**config.mk**
```make
export PLATFORM = sky130hd
export DESIGN_NAME = mem_access_splitter
export DESIGN_NICKNAME = d
export VERILOG_FILES = /design/src/rtl/splt_pkg.sv /design/src/rtl/splt_plan.sv /design/src/rtl/splt_gather.sv /design/src/rtl/mem_access_splitter.sv
export SDC_FILE = /design/constraint.sdc
export NUM_CORES = 1
export LEC_CHECK = 0
export BUFFER_PORTS_ARGS = -buffer_cell sky130_fd_sc_hd__buf_2
export CORE_ASPECT_RATIO = 1.25
export CORE_MARGIN = 2
export CORE_UTILIZATION = 51
export CTS_BUF_LIST = sky130_fd_sc_hd__clkbuf_4 sky130_fd_sc_hd__clkbuf_8
export DETAILED_ROUTE_END_ITERATION = 12
export PLACE_DENSITY = 0.85
export SLEW_MARGIN = 20
export SYNTH_ARGS = -nofsm -noshare
export SYNTH_HDL_FRONTEND = slang
export SYNTH_SLANG_ARGS = --single-unit
```
**constraint.sdc**
```tcl
create_clock -name clk -period 5.3 [get_ports clk]
set_input_delay 0.53 -clock clk [delete_from_list [all_inputs] [get_ports clk]]
set_output_delay 0.53 -clock clk [all_outputs]
set_load 0.01 [all_outputs]
```
**src/rtl/splt_pkg.sv**
```systemverilog
package splt_pkg;
    parameter int LANES  = 4;
    parameter int BYTE_W = 8;
    localparam int LANE_W = $clog2(LANES);
    localparam int DATA_W = LANES * BYTE_W;

    typedef enum logic [1:0] {
        ST_IDLE   = 2'd0,
        ST_FIRST  = 2'd1,
        ST_SECOND = 2'd2
    } phase_e;

    // Size code to byte count; codes 2 and 3 both mean a full word.
    function automatic logic [LANE_W:0] size_bytes(input logic [1:0] code);
        case (code)
            2'b00:   return (LANE_W+1)'(1);
            2'b01:   return (LANE_W+1)'(2);
            default: return (LANE_W+1)'(LANES);
        endcase
    endfunction
endpackage

```
**src/rtl/splt_plan.sv**
```systemverilog
module splt_plan
    import splt_pkg::*;
(
    input  logic [LANE_W-1:0] off,
    input  logic [1:0]        size,
    input  logic [DATA_W-1:0] wdata,
    output logic [LANE_W:0]   nbytes,
    output logic [LANES-1:0]  en_lo,
    output logic [LANES-1:0]  en_hi,
    output logic              split,
    output logic [DATA_W-1:0] wdata_rot
);
    logic [2*LANES-1:0] span;

    assign nbytes = size_bytes(size);

    // Byte positions covered across two adjacent words.
    always_comb begin
        for (int i = 0; i < 2*LANES; i++) begin
            span[i] = (i >= int'(off)) && (i < int'(off) + int'(nbytes));
        end
    end

    assign en_lo = span[LANES-1:0];
    assign en_hi = span[2*LANES-1:LANES];
    assign split = |en_hi;

    // Rotate store data left by the byte offset.
    for (genvar j = 0; j < LANES; j++) begin : g_rot
        logic [LANE_W-1:0] src;
        assign src = LANE_W'(j) - off;
        assign wdata_rot[j*BYTE_W +: BYTE_W] = wdata[src*BYTE_W +: BYTE_W];
    end
endmodule

```
**src/rtl/splt_gather.sv**
```systemverilog
module splt_gather
    import splt_pkg::*;
(
    input  logic [DATA_W-1:0] first_word,
    input  logic [DATA_W-1:0] cur_word,
    input  logic              second,
    input  logic [LANE_W-1:0] off,
    input  logic [LANE_W:0]   nbytes,
    output logic [DATA_W-1:0] result
);
    logic [2*DATA_W-1:0] both;
    logic [2*DATA_W-1:0] shifted;

    assign both    = second ? {cur_word, first_word} : {{DATA_W{1'b0}}, cur_word};
    assign shifted = both >> (int'(off) * BYTE_W);

    for (genvar k = 0; k < LANES; k++) begin : g_zext
        assign result[k*BYTE_W +: BYTE_W] =
            (k < int'(nbytes)) ? shifted[k*BYTE_W +: BYTE_W] : '0;
    end
endmodule

```
**src/rtl/mem_access_splitter.sv**
```systemverilog
module mem_access_splitter
    import splt_pkg::*;
#(
    parameter int ADDR_W = 32
) (
    input  logic              clk,
    input  logic              rst_n,
    input  logic              req_valid,
    input  logic [ADDR_W-1:0] req_addr,
    input  logic [1:0]        req_size,
    input  logic              req_write,
    input  logic [DATA_W-1:0] req_wdata,
    output logic              busy,
    output logic              done,
    output logic [DATA_W-1:0] rdata,
    output logic              bus_cyc,
    output logic [ADDR_W-1:0] bus_addr,
    output logic [LANES-1:0]  bus_be_n,
    output logic              bus_wr,
    output logic [DATA_W-1:0] bus_wdata,
    input  logic [DATA_W-1:0] bus_rdata,
    input  logic              bus_ready
);
    typedef struct packed {
        phase_e            phase;
        logic [ADDR_W-1:0] waddr;
        logic [LANES-1:0]  en_lo;
        logic [LANES-1:0]  en_hi;
        logic              split;
        logic              wr;
        logic [LANE_W-1:0] off;
        logic [LANE_W:0]   nb;
        logic [DATA_W-1:0] wrot;
        logic [DATA_W-1:0] first;
        logic [DATA_W-1:0] rdata;
        logic              done;
    } regs_t;

    regs_t s_d, s_q;

    logic [LANE_W:0]   p_nb;
    logic [LANES-1:0]  p_en_lo, p_en_hi;
    logic              p_split;
    logic [DATA_W-1:0] p_wrot;
    logic [DATA_W-1:0] merged;
    logic [LANES-1:0]  en_now;

    splt_plan u_plan (
        .off       (req_addr[LANE_W-1:0]),
        .size      (req_size),
        .wdata     (req_wdata),
        .nbytes    (p_nb),
        .en_lo     (p_en_lo),
        .en_hi     (p_en_hi),
        .split     (p_split),
        .wdata_rot (p_wrot)
    );

    splt_gather u_gather (
        .first_word (s_q.first),
        .cur_word   (bus_rdata),
        .second     (s_q.phase == ST_SECOND),
        .off        (s_q.off),
        .nbytes     (s_q.nb),
        .result     (merged)
    );

    always_comb begin
        s_d      = s_q;
        s_d.done = 1'b0;
        case (s_q.phase)
            ST_IDLE: begin
                if (req_valid) begin
                    s_d.phase = ST_FIRST;
                    s_d.waddr = {req_addr[ADDR_W-1:LANE_W], {LANE_W{1'b0}}};
                    s_d.en_lo = p_en_lo;
                    s_d.en_hi = p_en_hi;
                    s_d.split = p_split;
                    s_d.wr    = req_write;
                    s_d.off   = req_addr[LANE_W-1:0];
                    s_d.nb    = p_nb;
                    s_d.wrot  = p_wrot;
                end
            end
            ST_FIRST: begin
                if (bus_ready) begin
                    s_d.first = bus_rdata;
                    if (s_q.split) begin
                        s_d.phase = ST_SECOND;
                        s_d.waddr = s_q.waddr + ADDR_W'(LANES);
                    end else begin
                        s_d.phase = ST_IDLE;
                        s_d.done  = 1'b1;
                        if (!s_q.wr) s_d.rdata = merged;
                    end
                end
            end
            ST_SECOND: begin
                if (bus_ready) begin
                    s_d.phase = ST_IDLE;
                    s_d.done  = 1'b1;
                    if (!s_q.wr) s_d.rdata = merged;
                end
            end
            default: s_d.phase = ST_IDLE;
        endcase
    end

    always_ff @(posedge clk or negedge rst_n) begin
        if (!rst_n) s_q <= '0;
        else        s_q <= s_d;
    end

    assign bus_cyc  = (s_q.phase != ST_IDLE);
    assign en_now   = (s_q.phase == ST_SECOND) ? s_q.en_hi : s_q.en_lo;
    assign bus_be_n = bus_cyc ? ~en_now : '1;
    assign bus_addr = s_q.waddr;
    assign bus_wr   = bus_cyc && s_q.wr;
    assign busy     = bus_cyc;
    assign done     = s_q.done;
    assign rdata    = s_q.rdata;

    for (genvar j = 0; j < LANES; j++) begin : g_wlane
        assign bus_wdata[j*BYTE_W +: BYTE_W] =
            (bus_wr && en_now[j]) ? s_q.wrot[j*BYTE_W +: BYTE_W] : '0;
    end
endmodule

```
==> impl_metrics.toml, run 1 <==
[synthesis]
synth_compound_area_share_pct = 17.0
synth_top_flop_cell = "dfrtp_1"
async_flop_share_pct = 100
synth_xor_area_share_pct = 0.0973
synthesis.area_um2 = 9000
ys_warn_count = 0
syn_avg_cell_area_um2 = 9.34
synth_fa_ha_area_share_pct = 1.47
syn_inst = 964
synth_top_family_by_area = "multiplexers"
ys_seq_area_share_pct = 40.0
synth_edf_count = 0
ys_top_cells_by_area = "dfrtp_1 (40%), mux2_2 (9.3%), mux2i_1 (5.9%)"
muxShareOfSynthArea_pct = 17.2
synthSimpleGateAreaFrac_pct = 15.0
yosys.area.top_type = "dfrtp_1"
synth-seq-cells = 144
synth_top_area_share_pct = 40.0
yosysUniqueCellTypes = 60

[sta]
finalMaxSlewViolations = 0
fin_crit_sh_pct = 59.2
rsz0062_at_grt = "false"
finalHoldViolCount = 0
whs_ns = 0.0946
fmaxAchievable_mhz = 319
relSlewSlack_pct = 36.7
tns_ns = 0
period_needed_ns = 3.14
finalClockSkew_ns = 0.0132
tightest_slew_ns = 0.949
setup_viol = 0
worst_slack_ns = 2.16

[run]
cap_violations = 0

[grt]
gr-total-overflow = 0
first_global_vias = 7158
grt_start_max_net_pins = 84
grt_pass1_wl_um = 37400
antenna_found_initial = 1
grtUsageTotal_pct = 25.4

[worst_setup_path]
worstPathRequired_ns = 4.77
reg2reg_from = "s_q[145]"
startpoint_type = "flip-flop"
endpoint_kind = "output pin"
cp.arrival_ns = 2.61
critical-path-top-delay-family = "simple AND/OR/NAND/NOR gates"
crit_type = "flip-flop to output pin"
cp_slowest_cell = "ha_2"
path_buf_inv = 2
path_max_fanout = 21
cpPeakStageDelay_ns = 0.53
reg2reg_depth = 7
regToRegEndpoint = "bus_addr[24]"
cp_cell_sequence = "inv_1, ha_2, mux2_2, nand2_1, nor2_1, and2_1, buf_2"
r2r_slack_ns = 2.59

[clocking]
cts_hold_buf = 0
cts.htree.levels = 4
cts_tree = "done"
cts_setup_buffers = 0
clock-sinks = 144
postCtsResizedCells = 0
cts-root-buf = "clkbuf_8"
cts_buffers = 17
clock_latency_ns = 0.45
cts_buffer_depth = 2
clkTransAtPathRegs_ns = 0.08

[route]
post_drt_via_cell_ratio = 5.93
dr.pass1.iters = 8
drt_iter0_drc = 770
wire_per_inst_um = 18.1
routed_wl_um = 23700
drcViolationCount = 0
ant_nets = 0
vias = 7756

[power_and_ir_drop]
p_leak_nw = 4.75
powerDensity_nw_per_um2 = 547
ir_drop_v = 0.000290
finalPower_mw = 5.50

[layout]
final_common_cell = "buf_2"
final_cells = 1309
stdcell_area_um2 = 10100
layout.nets = 1184
fillerInstances = 1502
syn2layout_area_growth_pct = 11.9
drive_gt1_share_pct = 31.3
final_core_util_pct = 58.0
layout_common_cells = "buf_2 (203), dfrtp_1 (143), nand2_1 (102), mux2_2 (74), nor2_1 (72)"

[die]
num_rows = 54
chipHeight_um = 153
fp.dieW_um = 123
dieArea_um2 = 18700
core_um2 = 17400
ios = 207
start_util_pct = 51.8

[placement]
gp_congestion = 0.888
portBuffers = 204
placed_cells = 1276
place_area_um2 = 9650
place_ws_ns = 2.46
hpwl_um = 16800

[min_path]
hp-class = "input port to async pin"

[outcome]
status = "completed"
==> report_power, final <==
part           internal [mW]  switching [mW]  leakage (nW)
Combinational           1.11            1.39          2.75
Clock                  0.477           0.442         0.205
Sequential              1.61           0.477          1.79
Total                   3.20            2.31          4.75
==> routing by layer <==
layer  global-route usage, %  share of wire [%]
met5                       0                  0
met4                    12.3                3.7
met3                    5.95                8.0
met2                    40.2                 49
met1                    32.4                 39
==> final cells by class <==
| class | instances | area, µm² | area share (%) |
|---|---|---|---|
| Clock buffer | 18 | 248 | 2.46 |
| Antenna cell | 1 | 2.50 | 0.0249 |
| Timing Repair Buffer | 214 | 1100 | 10.9 |
| Inverter | 19 | 71.3 | 0.708 |
| Multi-Input combinational cell | 675 | 4590 | 45.6 |
| Tap cell | 224 | 280 | 2.78 |
| Sequential cell | 144 | 3600 | 35.8 |
| Clock inverter | 14 | 164 | 1.63 |
==> cells in the mapped netlist (13+ instances only) <==
cell,instances
inv_1,17
mux2_2,74
clkbuf_1,37
dfrtp_1,144
o22ai_1,13
nand3_1,14
a211oi_1,15
buf_4,65
buf_2,19
mux2i_1,53
a22o_1,17
nor2_1,72
o21ai_0,71
and2_1,40
a21oi_1,66
nand2_1,103
==> sequential cells by signal (all words and copies together), names as in the netlist <==
| register | count |
|---|---|
| bus_addr | 30 |
| done | 1 |
| rdata | 32 |
| s_q | 81 |
==> logic make-up (layout without fill, tap and decap cells) <==
| group | Yosys count | count (layout) |
|---|---|---|
| adders and majority gates | 10 | 10 |
| DFF | 144 | 144 |
| AOI/OAI and AO/OA | 242 | 242 |
| xor gates and xnor gates | 1 | 1 |
| other | 1 | 3 |
| and+or+nand+nor | 285 | 285 |
| buffers and inverters | 146 | 265 |
| muxes | 135 | 135 |
==> worst max path at each step <==
stage / from / endpoint / slack (ns) / cells after the start
3_3_place_gp: req_addr[1] / s_q[68] / 2.54 / 6
6_report: s_q[144] / bus_wdata[1] / 2.16 / 7
4_1_cts: s_q[144] / bus_wdata[1] / 2.11 / 7
5_1_grt: s_q[144] / bus_wdata[1] / 1.97 / 7
3_5_place_dp: req_addr[1] / s_q[65] / 2.46 / 6
2_1_floorplan: req_addr[1] / s_q[109] / 2.81 / 8
Power figures use the tool's default switching activity.
==> run 2, diff against run 1 <==
PLACE_DENSITY = 0.88   (was 0.85)
clock period = 2.65 ns   (was 5.3 ns; I/O delays follow)
==> impl_metrics.toml, run 2 (same netlist as run 1, synthesis figures left out) <==
[min_path]
hp-class = "input port to flip-flop"

[sta]
tns_ns = 0
period_needed_ns = 2.53
rsz0062_at_grt = "false"
finalHoldViolCount = 0
finalMaxSlewViolations = 0
relSlewSlack_pct = 55.4
fin_crit_sh_pct = 95.4
tightest_slew_ns = 0.669
worst_slack_ns = 0.122
fmaxAchievable_mhz = 396
setup_viol = 0
finalClockSkew_ns = 0.0174

[worst_setup_path]
crit_type = "flip-flop to output pin"
cp_slowest_cell = "dfrtp_1"
path_max_fanout = 8
startpoint_type = "flip-flop"
path_buf_inv = 3
endpoint_kind = "output pin"
cp.arrival_ns = 2.26
cpPeakStageDelay_ns = 0.38
worstPathRequired_ns = 2.38
critical-path-top-delay-family = "simple AND/OR/NAND/NOR gates"
cp_cell_sequence = "inv_1, ha_1, inv_1, nand2_1, nor2_1, and2_1, buf_2"
path_common_cell = "inv_1"

[die]
core_um2 = 17400
chipHeight_um = 153
ios = 207
fp.dieW_um = 123
num_rows = 54
dieArea_um2 = 18700
start_util_pct = 51.8

[grt]
top_usage_layer = "met2"
first_global_vias = 7735
grt_start_max_net_pins = 54
use_met3_pct = 4.68
antenna_found_initial = 1
grtUsageTotal_pct = 26.3
grt_pass1_wl_um = 39100
use_met1_pct = 33.4
grtUsageMet2_pct = 42.8
gr-total-overflow = 0

[clocking]
cts_buffer_depth = 2
clock_latency_ns = 0.47
clock-sinks = 144
clkTransAtPathRegs_ns = 0.08
cts.htree.levels = 4
cts-root-buf = "clkbuf_8"
cts_tree = "done"
cts_buffers = 17

[route]
drcViolationCount = 0
wire_per_inst_um = 18.5
dr.pass1.iters = 5
routed_wl_um = 24500
drt_iter0_drc = 794
vias = 7916
ant_nets = 0
post_drt_via_cell_ratio = 5.96

[placement]
gp_congestion = 0.935
place_ws_ns = 0.316
hpwl_um = 17900
portBuffers = 204

[power_and_ir_drop]
ir_drop_v = 0.000465
powerDensity_nw_per_um2 = 1090
p_leak_nw = 4.84

[layout]
final_common_cell = "buf_2"
layout.nets = 1204
largest_register_ffs = 81
drive_gt1_share_pct = 32.6
syn2layout_area_growth_pct = 13.6
layout_common_cells = "buf_2 (203), dfrtp_1 (143), nand2_1 (102), mux2_2 (74), o21ai_0 (71)"
top_register = "s_q"

[run]
cap_violations = 0

[outcome]
status = "completed"
[run 2: worst register-to-register path, cell delays in order (launching register included)]
cell      delay (ns)
dfrtp_1         0.40
inv_1           0.12
ha_1            0.30
buf_4           0.41
nand2b_1        0.61
buf_4           0.24
o22ai_1         0.07
a21oi_1         0.15
[run 2: path summary, 6_finish.rpt]
path	slack [ns]	to	from	cells past startpoint
setup / recovery	0.12	bus_wdata[0]	s_q[144]	7
hold / removal	0.02	s_q[102]	req_write	3
setup reg to reg	0.28	bus_addr[18]	s_q[145]	7
hold reg to reg	0.48	s_q[83]	s_q[83]	2
max in group asynchronous	1.63	s_q[84]	rst_n	3
min in group asynchronous	0.32	rdata[21]	rst_n	2
[run 2: cell type report]
class                   count  area (µm²)
fillers                  1478        7140
repair buffers            234        1270
well taps                 224         280
clock inverters            14         154
clock buffers              18         248
inverters                  19        71.3
diodes                      1        2.50
flip-flops and latches    144        3600
multi-input cells         675        4600
[run 2: through the flow]
stage / total power, mW / cells / cell area, µm² / util [%] / hold WS [ns]
final: 11.2 / 1329 / 10200 / 58.9 / 0.0249
after CTS: 11.1 / 1328 / 10200 / 58.9 / 0.0122
after global routing: 11.9 / 1329 / 10200 / 58.9 / 0.0357
after floorplan: 8.11 / 965 / 9000 / - / -0.0306
after global placement: 9.09 / 1295 / 9810 / 56.5 / 0.245
after detailed placement: 9.34 / 1295 / 9810 / 56.5 / 0.250
[run 2: power by group]
part	internal [mW]	total [mW]	switching [mW]
combinational	2.31	5.20	2.89
sequential	3.23	4.18	0.957
clock	0.874	1.80	0.921
[run 2: metal layers]
metal	up-vias	part of all wire, %
li1	3647	-
met1	3818	41
met2	367	49
met3	84	6.7
met4	0	4.0
met5	-	0
[run 2: what timing repair did]
item                                    4_1_cts  5_1_grt
hold endpoints to repair                     49        0
setup buffers                                 0        0
hold buffers                                  1        0
gates resized for setup                       0        2
endpoints found under the setup margin        0       16
==> run 3, diff against run 2 <==
CORE_MARGIN = 10   (was 2)
==> impl_metrics.toml, run 3 (same netlist as run 1, synthesis figures left out) <==
[outcome]
status = "completed"

[layout]
drive_gt1_share_pct = 32.5
fillerInstances = 1508
largest_register_ffs = 81
top_register = "s_q"
syn2layout_area_growth_pct = 14.0
multi_input_area_um2 = 4610
final_cells = 1323
regArea_um2 = 3600
layout_common_cells = "buf_2 (203), dfrtp_1 (143), nand2_1 (102), mux2_2 (74), o21ai_0 (71)"
layout.nets = 1200
antenna_cells = 0
final_common_cell = "buf_2"

[sta]
fin_crit_sh_pct = 94.5
tns_ns = 0
finalClockSkew_ns = 0.0128
relSlewSlack_pct = 57.0
finalMaxSlewViolations = 0
whs_ns = 0.0451
setup_viol = 0
fmaxAchievable_mhz = 399
finalHoldViolCount = 0
tightest_slew_ns = 0.645
period_needed_ns = 2.50
rsz0062_at_grt = "false"

[clocking]
clock-sinks = 144
cts_buffers = 17
cts_setup_buffers = 0
cts-root-buf = "clkbuf_8"
cts_tree = "done"
clkTransAtPathRegs_ns = 0.08
cts_buffer_depth = 2
cts.htree.levels = 4
clock_latency_ns = 0.45

[placement]
portBuffers = 204
hpwl_um = 19000
placed_cells = 1291
gp_congestion = 0.897

[power_and_ir_drop]
share_comb_of_total_power_pct = 47.2
switching_share_pct = 41.9
p_sw_mw = 4.74
p_leak_nw = 4.85
seqPwrFrac_pct = 36.7
finalPower_mw = 11.3
powerDensity_nw_per_um2 = 1100
ir_drop_v = 0.000567
clkPwrFrac_pct = 16.1
p_int_mw = 6.56

[worst_setup_path]
crit_type = "flip-flop to output pin"
cp.arrival_ns = 2.24
worstPathRequired_ns = 2.38
endpoint_kind = "output pin"
path_max_fanout = 8
startpoint_type = "flip-flop"

[grt]
grt_start_max_net_pins = 83
gr-total-overflow = 0
grtUsageTotal_pct = 21.4
antenna_found_initial = 0
grt_pass1_wl_um = 41300
first_global_vias = 7786

[route]
dr.pass1.iters = 7
ant_nets = 0
drt_iter0_drc = 790
post_drt_via_cell_ratio = 5.95
routed_wl_um = 25800
vias = 7867
wire_per_inst_um = 19.5
drcViolationCount = 0

[die]
fp.dieW_um = 139
dieArea_um2 = 23400
num_rows = 54
ios = 207
chipHeight_um = 169
core_um2 = 17400
start_util_pct = 51.6

[min_path]
hp-class = "input port to flip-flop"

[run]
cap_violations = 0
run 3: changes by cell type in the layout (fill, tap and decap cells not counted), sizes merged:
| cell | delta |
|---|---|
| inv | -5 |
| buf | -4 |
| clkinv | +3 |
| clkbuf | +2 |
| clkinvlp | -2 |
| bufinv | +1 |
| diode | -1 |
run 3: power groups by stage:
stage / Sequential, mW / Combinational, mW / Clock, mW
after detailed placement: 4.16 / 5.29 / 0
after global routing: 4.30 / 5.84 / 1.95
after CTS: 4.12 / 5.32 / 1.85
final: 4.14 / 5.33 / 1.82
after floorplan: 3.83 / 4.29 / 0
after global placement: 4.09 / 5.13 / 0
run 3: cell type report:
cell class	instances	share of cell area (%)
Timing Repair Buffer	230	12.6
Clock inverter	11	1.37
Sequential cell	144	35.1
Inverter	19	0.695
Multi-Input combinational cell	675	44.9
Tap cell	224	2.73
Clock buffer	20	2.56
run 3: stage by stage:
| stage | area [µm²] | worst slack (ns) | util (%) |
|---|---|---|---|
| global route | 10300 | 0.000657 | 58.8 |
| detailed placement | 9830 | 0.404 | 56.4 |
| floorplan | 9000 | 0.424 | - |
| CTS | 10200 | 0.0269 | 58.7 |
| finish | 10300 | 0.146 | 58.8 |
| global placement | 9830 | 0.486 | 56.4 |
run 3: path summary, 6_finish.rpt:
check	startpoint	end	slack, ns	depth (start not counted)
setup / recovery	s_q[144]	bus_wdata[6]	0.15	7
max in group asynchronous	rst_n	bus_addr[6]	1.59	3
hold reg to reg	s_q[88]	s_q[88]	0.47	2
min in group asynchronous	rst_n	s_q[45]	0.38	2
hold / removal	req_addr[11]	bus_addr[11]	0.05	2
setup reg to reg	s_q[144]	rdata[19]	0.35	6
run 3: repair_timing:
| item | 4_1_cts | 5_1_grt |
|---|---|---|
| hold endpoints to repair | 62 | 0 |
| endpoints found under the setup margin | 0 | 32 |
| gates resized for setup | 0 | 5 |
| hold buffers | 1 | 0 |
run 3: worst max-delay path, cell delays in order, from the launching register on:
cell     delay, ns
dfrtp_1       0.40
inv_1         0.08
ha_1          0.29
inv_1         0.23
nand2_1       0.18
nor2_2        0.26
and2_1        0.21
buf_2         0.14
run 3: layer usage:
| metal | track usage, % | up-vias | routed length, µm |
|---|---|---|---|
| li1 | - | 3644 | - |
| met1 | 25.3 | 3800 | 10000 |
| met2 | 36.8 | 376 | 13100 |
| met3 | 5.52 | 47 | 2030 |
| met4 | 8.00 | 0 | 692 |
| met5 | 0 | - | 0 |
